==> config.mk <==
export PLATFORM = sky130hd
export DESIGN_NAME = btn_press_capture
export DESIGN_NICKNAME = d
export VERILOG_FILES = /design/src/rtl/btn_cap_pkg.sv /design/src/rtl/btn_mask_merge.sv /design/src/rtl/btn_shift_encoder.sv /design/src/rtl/btn_press_fsm.sv /design/src/rtl/btn_press_capture.sv
export SDC_FILE = /design/constraint.sdc
export NUM_CORES = 1
export LEC_CHECK = 0
export BUFFER_PORTS_ARGS = -buffer_cell sky130_fd_sc_hd__buf_4
export CAP_MARGIN = 30
export CORE_ASPECT_RATIO = 1.4
export CORE_MARGIN = 2
export CORE_UTILIZATION = 40
export CTS_BUF_LIST = sky130_fd_sc_hd__clkbuf_8
export DETAILED_ROUTE_END_ITERATION = 10
export GPL_ROUTABILITY_DRIVEN = 0
export GPL_TIMING_DRIVEN = 0
export PLACE_DENSITY = 0.62
export SETUP_SLACK_MARGIN = 0.3
export SKIP_CTS_REPAIR_TIMING = 1
export SYNTH_ARGS = -nofsm -noshare
export SYNTH_HDL_FRONTEND = slang
export SYNTH_HIERARCHICAL = 1
export SYNTH_SLANG_ARGS = --single-unit
==> constraint.sdc <==
create_clock -name clk -period 2 [get_ports clk]
set_clock_uncertainty 0.15 [all_clocks]
set_input_delay 0.3 -clock clk [delete_from_list [all_inputs] [get_ports clk]]
set_output_delay 0.3 -clock clk [all_outputs]
set_load 0.05 [all_outputs]
==> src/rtl/btn_cap_pkg.sv <==
package btn_cap_pkg;

    typedef enum logic [2:0] {
        ST_WAIT_RELEASE = 3'd0,
        ST_WAIT_PRESS   = 3'd1,
        ST_CAPTURE      = 3'd2,
        ST_SHIFT        = 3'd3,
        ST_DONE         = 3'd4
    } cap_state_t;

endpackage

==> src/rtl/btn_mask_merge.sv <==
module btn_mask_merge #(
    parameter int LO_W   = 8,
    parameter int HI_W   = 7,
    localparam int MASK_W = LO_W + HI_W
) (
    input  logic [LO_W-1:0]   grp_lo,
    input  logic [HI_W-1:0]   grp_hi,
    output logic [MASK_W-1:0] mask,
    output logic              any_down
);

    // lower group keeps its positions, upper group lands above it
    for (genvar i = 0; i < MASK_W; i++) begin : g_bit
        if (i < LO_W) begin : g_lo
            assign mask[i] = grp_lo[i];
        end else begin : g_hi
            assign mask[i] = grp_hi[i-LO_W];
        end
    end

    assign any_down = |mask;

endmodule

==> src/rtl/btn_shift_encoder.sv <==
module btn_shift_encoder #(
    parameter int MASK_W      = 15,
    parameter int SHIFT_LIMIT = 15,
    parameter int IDX_W       = 4
) (
    input  logic              clk,
    input  logic              rst,
    input  logic              load,
    input  logic              step,
    input  logic [MASK_W-1:0] load_value,
    output logic              hit_one,
    output logic              exhausted,
    output logic [IDX_W-1:0]  count
);

    localparam logic [IDX_W-1:0]  LAST = IDX_W'(SHIFT_LIMIT - 1);
    localparam logic [MASK_W-1:0] ONE  = MASK_W'(1);

    logic [MASK_W-1:0] work;

    always_ff @(posedge clk) begin
        if (rst) begin
            work  <= '0;
            count <= '0;
        end else if (load) begin
            work  <= load_value;
            count <= '0;
        end else if (step) begin
            work  <= work >> 1;
            count <= count + 1'b1;
        end
    end

    assign hit_one   = (work == ONE);
    assign exhausted = (count == LAST);

    // the iteration counter never runs past the budget
    assert_count_bound_R8: assert property (@(posedge clk) disable iff (rst)
        step |=> count <= LAST);

    // the controller never shifts once the value has reached one
    assert_no_shift_past_one_R5: assert property (@(posedge clk) disable iff (rst)
        hit_one |-> !step);

endmodule

==> src/rtl/btn_press_fsm.sv <==
module btn_press_fsm
    import btn_cap_pkg::*;
(
    input  logic       clk,
    input  logic       rst,
    input  logic       any_down,
    input  logic       hit_one,
    input  logic       exhausted,
    output cap_state_t state,
    output logic       load,
    output logic       step,
    output logic       finish_ok,
    output logic       finish_err
);

    cap_state_t state_nx;

    // state register
    always_ff @(posedge clk) begin
        if (rst) state <= ST_WAIT_RELEASE;
        else     state <= state_nx;
    end

    // next state and control strobes
    always_comb begin
        state_nx   = state;
        load       = 1'b0;
        step       = 1'b0;
        finish_ok  = 1'b0;
        finish_err = 1'b0;
        unique case (state)
            ST_WAIT_RELEASE: if (!any_down) state_nx = ST_WAIT_PRESS;
            ST_WAIT_PRESS:   if (any_down)  state_nx = ST_CAPTURE;
            ST_CAPTURE: begin
                load     = 1'b1;
                state_nx = ST_SHIFT;
            end
            ST_SHIFT: begin
                if (hit_one) begin
                    finish_ok = 1'b1;
                    state_nx  = ST_DONE;
                end else if (exhausted) begin
                    finish_err = 1'b1;
                    state_nx   = ST_DONE;
                end else begin
                    step = 1'b1;
                end
            end
            ST_DONE:  state_nx = ST_WAIT_RELEASE;
            default:  state_nx = ST_WAIT_RELEASE;
        endcase
    end

    assert_release_first_R3: assert property (@(posedge clk) disable iff (rst)
        (state == ST_WAIT_RELEASE && any_down) |=> state == ST_WAIT_RELEASE);

    assert_press_to_capture_R4: assert property (@(posedge clk) disable iff (rst)
        (state == ST_WAIT_PRESS && any_down) |=> state == ST_CAPTURE);

    assert_done_after_shift_R7: assert property (@(posedge clk) disable iff (rst)
        (state == ST_DONE) |-> $past(state) == ST_SHIFT);

endmodule

==> src/rtl/btn_press_capture.sv <==
module btn_press_capture
    import btn_cap_pkg::*;
#(
    parameter int LO_W        = 8,
    parameter int HI_W        = 7,
    parameter int SHIFT_LIMIT = 15,
    localparam int MASK_W     = LO_W + HI_W,
    localparam int IDX_W      = $clog2(MASK_W)
) (
    input  logic              clk,
    input  logic              rst,
    input  logic [LO_W-1:0]   btn_lo,
    input  logic [HI_W-1:0]   btn_hi,
    output logic [MASK_W-1:0] press_mask,
    output logic [IDX_W-1:0]  press_index,
    output logic              press_valid,
    output logic              press_error
);

    logic [MASK_W-1:0] merged;
    logic              any_down;
    logic              hit_one, exhausted;
    logic              load, step, finish_ok, finish_err;
    logic [IDX_W-1:0]  count;
    cap_state_t        state;

    btn_mask_merge #(.LO_W(LO_W), .HI_W(HI_W)) u_merge (
        .grp_lo   (btn_lo),
        .grp_hi   (btn_hi),
        .mask     (merged),
        .any_down (any_down)
    );

    btn_press_fsm u_fsm (
        .clk        (clk),
        .rst        (rst),
        .any_down   (any_down),
        .hit_one    (hit_one),
        .exhausted  (exhausted),
        .state      (state),
        .load       (load),
        .step       (step),
        .finish_ok  (finish_ok),
        .finish_err (finish_err)
    );

    btn_shift_encoder #(
        .MASK_W      (MASK_W),
        .SHIFT_LIMIT (SHIFT_LIMIT),
        .IDX_W       (IDX_W)
    ) u_enc (
        .clk        (clk),
        .rst        (rst),
        .load       (load),
        .step       (step),
        .load_value (merged),
        .hit_one    (hit_one),
        .exhausted  (exhausted),
        .count      (count)
    );

    // result registers
    always_ff @(posedge clk) begin
        if (rst) begin
            press_mask  <= '0;
            press_index <= '0;
            press_error <= 1'b0;
        end else begin
            if (load) press_mask <= merged;
            if (finish_ok) begin
                press_index <= count;
                press_error <= 1'b0;
            end else if (finish_err) begin
                press_index <= '0;
                press_error <= 1'b1;
            end
        end
    end

    assign press_valid = (state == ST_DONE);

    assert_index_highest_R5: assert property (@(posedge clk) disable iff (rst)
        (press_valid && !press_error) |-> (press_mask >> press_index) == MASK_W'(1));

    assert_error_index_zero_R8: assert property (@(posedge clk) disable iff (rst)
        (press_valid && press_error) |-> press_index == '0);

    assert_valid_pulse_R7: assert property (@(posedge clk) disable iff (rst)
        press_valid |=> !press_valid);

endmodule

==> run summary, run 1 <==
The count of placed standard cells in the final layout, fillers left out is 319. The measured slew at the worst slew-check pin is 0.547 ns. The initial utilization of the core area, before any placement, comes to 41.3%.

The number of buffers between clock root and the deepest sink came out at 2. Entering global routing, the biggest net connects 15 pins. The cell taking the most area after synthesis is dfxtp_1. The register area share after synthesis is 42.4%. The initial antenna violation count came out at 0. Sorting the synthesized cells by area gives the leading types as dfxtp_1, mux2i_1, buf_4. The worst max-slew margin expressed relative to the limit came out at 63.2%. The clock root buffer is clkbuf_8. The clock transition time at the flip-flop clock pins of the worst setup and hold paths came out at 0.08 ns. The net count of the mapped netlist is 220. The final design utilization came out at 56.2%. CTS built an H-tree with a depth of 2. The vertical die dimension is 87.3 um. Summing the areas of all compound-gate instances in the mapped netlist gives 9.21% of the synthesized area.

The final layout net count is 273. The synthesized-area fraction occupied by adder cells is 1.26%. The number of cells on the worst reg-to-reg path is 7. The filler cell count in the final layout came out at 482. The overall die width is 63.5 um. For this block, the routed nets add up to 4220 um of wire.

Among all flip-flop cells after synthesis, the most frequent one is dfxtp_1. The max-slew violation count came out at 0. The run finished with clean final reports. The layout overhead on the synthesized area came out at 36.2%. The number of placed instances, taps included, is 302. For this run, the top clock speed supported by timing is 542 MHz. TritonCTS built the clock tree.

The number of synthesized register bits is 42. The simple-gate portion of the synthesized area came out at 20.6%. Synthesis handed over a netlist of 201 instances. The arrival time of the worst setup path is 1.88 ns.

STA classifies the critical path startpoint as a register. Of the post-synthesis cell area, the part taken by muxes is 15.2%. Across all register-to-register paths, the minimum setup slack is 0.15 ns. Summing all non-filler instances in the final layout gives an area of 0.00270 sq mm.

By startpoint and endpoint, the worst setup path is classified as register to register. After synthesis, the largest family of logic cells by area is simple AND/OR/NAND/NOR gates. The remaining antenna violation count after routing came out at 0. The initial DRC count came out at 46. The ratio of total power to cell area is 633 mW/mm^2. Yosys printed 6 warnings. The via count of the first global-routing pass is 1468. The number of stages on the worst hold path came out at 2. For the worst setup path, the data required time is 2.04 ns. The total grt overflow came out at 0. The final route contains 1569 vias. The number of distinct library cell variants in the gate-level netlist after synthesis came out at 35. The number of clock buffers added by TritonCTS is 5.

The most common cell in the synthesized netlist is dfxtp_1. Of all nets on the critical path, the largest fanout is 5. Counting flops with an async set or reset pin after synthesis yields a share of 0%. The xor-xnor portion of the synthesized cell area is 0.442%.

The share of the clock period used by the worst path came out at 92.3%. The post-route worst hold slack came out at 0.0734 ns. Walking the worst path, the cells encountered are inv_4, ha_4, and3_4, nor3_4, buf_6, nand4_4, mux2_4. In this run the worst setup path begins at u_enc/count[0]. The core outline area is 0.00480 sq mm. Global routing consumed, over all layers together, 15.8% of the routing resources. Setup repair after global routing could not meet its margin everywhere. The longest individual stage delay on the worst path is 0.39 ns. The mapped netlist covers 0.00198 sq mm. The number of endpoints failing setup at the final stage is 0. The number of placed I/O pins came out at 38. The reported max-cap violation count came out at 0. The number of antenna repair diodes is 0. The area of the die came out at 0.00555 sq mm. The count of buffers from port buffering is 37. The insertion delay to the later sink of the worst-skew pair came out at 0.30 ns. The standby leakage power came out at 1.03 nW. The initialized floorplan defines 30 standard-cell rows.

For this design, the sink count on the clock tree is 42. The worst setup path endpoint is u_enc/count[3]. After synthesis, the most frequently instantiated cells are dfxtp_1, mux2i_1, nor2_1. The clock period minus worst slack came out at 1.85 ns. The beginning of the worst register-to-register path is u_enc/count[0].

The final hold violation count was 0. The placed standard-cell area is 0.00236 sq mm. The placed wire-length estimate after detailed placement is 3070 um.

The post-detailed-route via-to-cell ratio came out at 4.92. The number of flops mapped to enable cells by yosys came out at 0. The wire length of the first global-routing pass is 6840 um.

The peak ir drop on the vdd network is 631 uV. After synthesis, the largest area contributor takes up 42.4% of total cell area. The share of cells above drive strength 1 came out at 42.4%. The per-instance average area after synthesis is 9.87 sq um. STA classifies the critical path endpoint as a register. The average wire length per cell after detail routing is 13.2 um. The worst register-to-register path ends at u_enc/count[3]. The path class of the tightest hold or removal check is input port to register. After detailed routing, the number of remaining DRC violations is 0.

On the critical path, the stage with the largest delay is an instance of dfxtp_4. The number of search-and-repair iterations in the first detailed-routing pass came out at 4.
## worst max-delay path, delay by kind of cell (launching register included)
family | cells | cell delay (ns)
simple gates | 3 | 0.52
buf+inv | 2 | 0.22
mux | 1 | 0.30
fa+ha+maj | 1 | 0.14
flops | 1 | 0.39
## stage by stage
step	setup WS [ns]	power (mW)	setup TNS, ns
floorplan	0.206	0.895	0
global placement	0.0112	0.935	0
detailed placement	-0.0137	0.935	-0.0137
CTS	-0.0224	1.73	-0.0224
global route	0.0534	1.78	0
finish	0.154	1.71	0
## worst min path at each step
stage                  startpoint              to  slack, ns
floorplan                     rst  u_fsm/state[2]       0.23
global placement    press_mask[7]   press_mask[7]       0.33
detailed placement    press_error     press_error       0.33
CTS                           rst  u_fsm/state[2]       0.07
global route                  rst  u_fsm/state[2]       0.07
finish                        rst  u_fsm/state[2]       0.07
## routing by layer
layer | GRT usage [%] | vias up | part of all wire [%]
met1 | 19.2 | 727 | 43
li1 | - | 807 | -
met2 | 26.7 | 28 | 52
met5 | 0 | - | 0
met3 | 3.75 | 7 | 3.6
met4 | 6.52 | 0 | 1.6
## area by class of cell
type,count,area [sq um],share of cell area [%]
multi-input combinational,128,1050,39.0
tap,64,80.1,2.96
sequential,42,855,31.6
timing repair buffer,46,357,13.2
inverter,4,17.5,0.648
buffer,27,203,7.50
clock inverter,3,68.8,2.55
clock buffer,5,68.8,2.55
## power by group
part | switching (mW) | total, mW | internal, mW
logic | 0.0355 | 0.0793 | 0.0438
clock network | 0.298 | 0.798 | 0.500
registers | 0.0000322 | 0.832 | 0.832
total | 0.334 | 1.71 | 1.38
## state kept, by name, summed over array words and instances (netlist names)
name,flops
u_enc/count,4
u_fsm/state,3
press_error,1
press_mask,15
u_enc/work,15
press_index,4
## placed cells by master (no fill, tap or decap), types with 2 or more instances in the layout
master     count
nand2_1        5
nor2_1        21
a21oi_1        4
mux2i_1       28
nor3_4         2
buf_6          8
inv_1          2
nor4_1         3
dfxtp_4        2
nor3_1         5
buf_4         59
dfxtp_2        5
or3b_1         5
buf_2          2
nand3b_1       2
bufinv_16      2
dfxtp_1       35
clkbuf_8       5
a21oi_2        2
clkbuf_1       2
nor4b_2        2
a211oi_1      14
nor2b_1       14
## kinds of logic (layout without fill, tap and decap cells)
logic type / Yosys count / after routing
AOI/OAI and AO/OA: 25 / 25
xor gates and xnor gates: 1 / 1
adders and majority gates: 2 / 2
buffers and inverters: 31 / 85
DFF: 42 / 42
muxes: 30 / 30
and+or+nand+nor: 70 / 70
No activity file was read; power rests on OpenSTA's default activity.
==> inputs of run 2 (changes only) <==
Settings changed: ABC_AREA from default to 1, CTS_BUF_LIST sky130_fd_sc_hd__clkbuf_8 to default, PLACE_DENSITY 0.62 to 0.61.
==> run 2 against run 1 <==
  * Power grew 94%
  * Register-to-register slack improved by 0.04 ns
  * First-iteration DRC count rose by 2.2%
  * Worst hold slack improved by 0.0048 ns
  * Die area up 13%
  * Non-clock buffer count down 3
  * Combinational power rose to 20 times the previous value
  * Global-route usage increased by 1.1 points
  * Design area rose by 4.2%
  * Sequential cell count did not move
  * Critical path depth up 5
  * Critical endpoint unchanged
  * Largest power group is now combinational cells
  * Highest routed layer unchanged
==> run summary, run 2 <==
The part of the total power dissipated in sequential elements is 34.6%. After synthesis, the most frequently instantiated cells are nand2_1, dfxtp_1, nor2_1. The measured slew at the worst slew-check pin came out at 0.343 ns. TritonCTS built the clock tree. The clock period minus worst slack is 1.80 ns.

The fraction of power consumed by the clock network is 17.1%. Excluding fillers, the count of instances in the completed layout stands at 437. STA puts the critical path data required time at 2.05 ns. The post-place setup slack is 0.165 ns.

The clock passes through at most 2 buffers. The final worst setup slack came out at 0.196 ns. The sequential cell area in the final layout is 851 sq um. The Yosys step of the flow raised 6 warnings.

Of all nets on the critical path, the largest fanout is 5. The clock root buffer is clkbuf_8. Once detailed placement completed, the half-perimeter wirelength came to 3680 um. The clock transition time at the flip-flop clock pins of the worst setup and hold paths came out at 0.08 ns.

The floorplan step set the die height to 92.7 um. Summed over all nets, the switching power comes to 1.39 mW. Counting flops and latches in the post-synthesis netlist gives 42. The final design utilization is 51.3%. The total DRC errors in the routed layout is 0. The filler cell count in the final layout is 578. The number of antenna repair diodes is 0. The max-slew violation count was 0.

The most used flip-flop cell after synthesis is dfxtp_1. The first global-routing pass estimated 8160 um of wire. The number of endpoints failing setup at the final stage came out at 0. Net switching is 41.9% of the power. The area of the multi-input gates is 0.00111 sq mm. The number of distinct library cell variants in the gate-level netlist after synthesis came out at 26. Setup repair after global routing could not meet its margin everywhere. The average wire length per cell after detail routing is 11.5 um. The final hold violation count is 0. Leaving out fill and tap cells, the most frequent cells in the layout are nand2_1, buf_4, dfxtp_1. The overall via count from detail_route came out at 2009. For this block, the routed nets add up to 5010 um of wire. The tool flagged a number of max-cap violations equal to 0. Among all cell types in the netlist, the one instantiated most often is nand2_1. In the post-synthesis netlist, the biggest area contributors are dfxtp_1, nand2_1, a21oi_2.

The overall die width is 67.4 um. The number of clock sinks came out at 42. The design internal power came out at 1.93 mW.

The cell area after layout is 0.00281 sq mm. The pin count of the biggest net entering global routing is 13. In this run the count of I/O pins placed on the die edge is 38.

STA classifies the critical path endpoint as a register. The core outline area came out at 0.00549 sq mm. In the final layout, the share of cells above drive strength 1 is 37.7%. The number of clock buffers added by TritonCTS is 5. The number of flops mapped to enable cells by yosys came out at 0. The total grt overflow came out at 0.

The library cell used most frequently in the layout, excluding fill and tap cells, is nand2_1. Synthesis handed over a netlist of 318 instances. The post-detailed-route via-to-cell ratio is 4.60. In this run the mean area of a mapped cell was 7.07 sq um.

The register area share after synthesis came out at 37.4%. The H-tree level count is 2. The fraction of registers with async set/reset is 0%.

The remaining antenna violation count after routing is 0. Counting every net in the synthesized netlist gives 337. The biggest area contributor in the post-synthesis netlist is dfxtp_1. Summing all placed instances gives a cell area of 0.00262 sq mm. Dividing the final minimum period by the clock period gives 90.2%. The initial antenna violation count is 0. The maximum achievable frequency is 554 MHz. The via count of the first global-routing pass is 1908. The combinational cell fraction of total power is 48.3%.

The number of search-and-repair iterations in the first detailed-routing pass came out at 4. The startpoint class of the critical path is a register. The portion of synthesized cell area occupied by the leading cell type is 37.4%. The total track usage came out at 16.9%.

The arrival time of the worst setup path is 1.85 ns. The number of rows created at floorplan is 32. The area of the mapped netlist is 0.00225 sq mm. The flow ran to the end, and the final reports show no timing, DRC or antenna violations. For this design the ratio of total power to cell area is 1180 mW/mm^2. The class of the most critical hold timing path is input port to register. After the first detailed-routing iteration, the DRC count stood at 47. The count of buffers from port buffering came out at 37.

The worst max-slew margin expressed relative to the limit is 77.1%. The initial core utilization came out at 41.0%. The insertion delay to the later sink of the worst-skew pair is 0.29 ns. By startpoint and endpoint, the worst setup path is classified as register to register. The placed instance count came out at 423. The largest registers in the layout are press_mask x15, u_enc/work x15.

The layout overhead on the synthesized area is 25.1%. The final layout net count is 387. For the final routed database, the setup TNS stands at 0 ns. The peak ir drop on the vdd network is 487 uV.

The standby leakage power came out at 1.29 nW. The area of the die came out at 0.00625 sq mm.
==> run 2: changes by cell type in the layout (fill, tap and decap cells not counted), moves of 14 or more <==
cell      delta
a21oi_2     +18
nand2_1    +107
mux2i_1     -28
a211oi_1    -14
nor2b_1     -14
inv_1       +21
==> run 2: final timing paths <==
check	start	to	slack, ns	cells past startpoint
max reg2reg	u_enc/count[0]	u_enc/count[3]	0.20	12
min	rst	u_enc/work[8]	0.08	2
max	u_enc/count[0]	u_enc/count[3]	0.20	12
min reg2reg	press_mask[0]	press_mask[0]	0.31	2
==> run 2: logic make-up after synthesis <==
| logic type | after synthesis | share of synthesized area (%) |
|---|---|---|
| flops | 42 | 37.4 |
| simple gates | 182 | 35.2 |
| fa+ha+maj | 2 | 1.11 |
| buf+inv | 58 | 15.5 |
| compound gates | 34 | 10.8 |
==> run 2: cell type report <==
cell class / instances / area share, %
plain buffers: 27 / 8.23
clock buffers: 7 / 3.07
well taps: 68 / 3.02
flip-flops and latches: 42 / 30.2
repair buffers: 43 / 11.6
multi-input cells: 218 / 39.3
inverters: 31 / 4.31
clock inverters: 1 / 0.178
==> run 2: power groups by stage <==
stage	clock network (mW)	registers, mW	logic (mW)
2_1_floorplan	0	1.32	1.01
3_3_place_gp	0	1.15	1.50
3_5_place_dp	0	1.15	1.51
4_1_cts	0.597	1.14	1.52
5_1_grt	0.628	1.17	1.78
6_report	0.569	1.15	1.60
==> run 2: per-layer routing <==
metal	share of wire, %	wire length, um	global-route usage (%)	up-vias
li1	-	-	-	1061
met1	43	2140	18.4	906
met2	51	2580	30.3	35
met3	3.6	182	3.28	7
met4	2.3	113	8.16	0
met5	0	0	0	-
==> run 2: stage by stage <==
stage               hold WS, ns  power (mW)
finish                   0.0781        3.32
global route             0.0808        3.58
CTS                      0.0778        3.25
detailed placement        0.301        2.67
global placement          0.302        2.65
floorplan                 0.219        2.33
==> run 2: worst max-delay path, cell delays in order, from the launching register on <==
cell and delay, ns:
dfxtp_4 0.39, inv_2 0.04, ha_2 0.16, and3_4 0.17
inv_2 0.05, nand2_2 0.06, nor2_4 0.21, buf_6 0.17
nand2_4 0.06, nor2_4 0.10, nand2_1 0.05, nand2_1 0.05
nor2_1 0.04
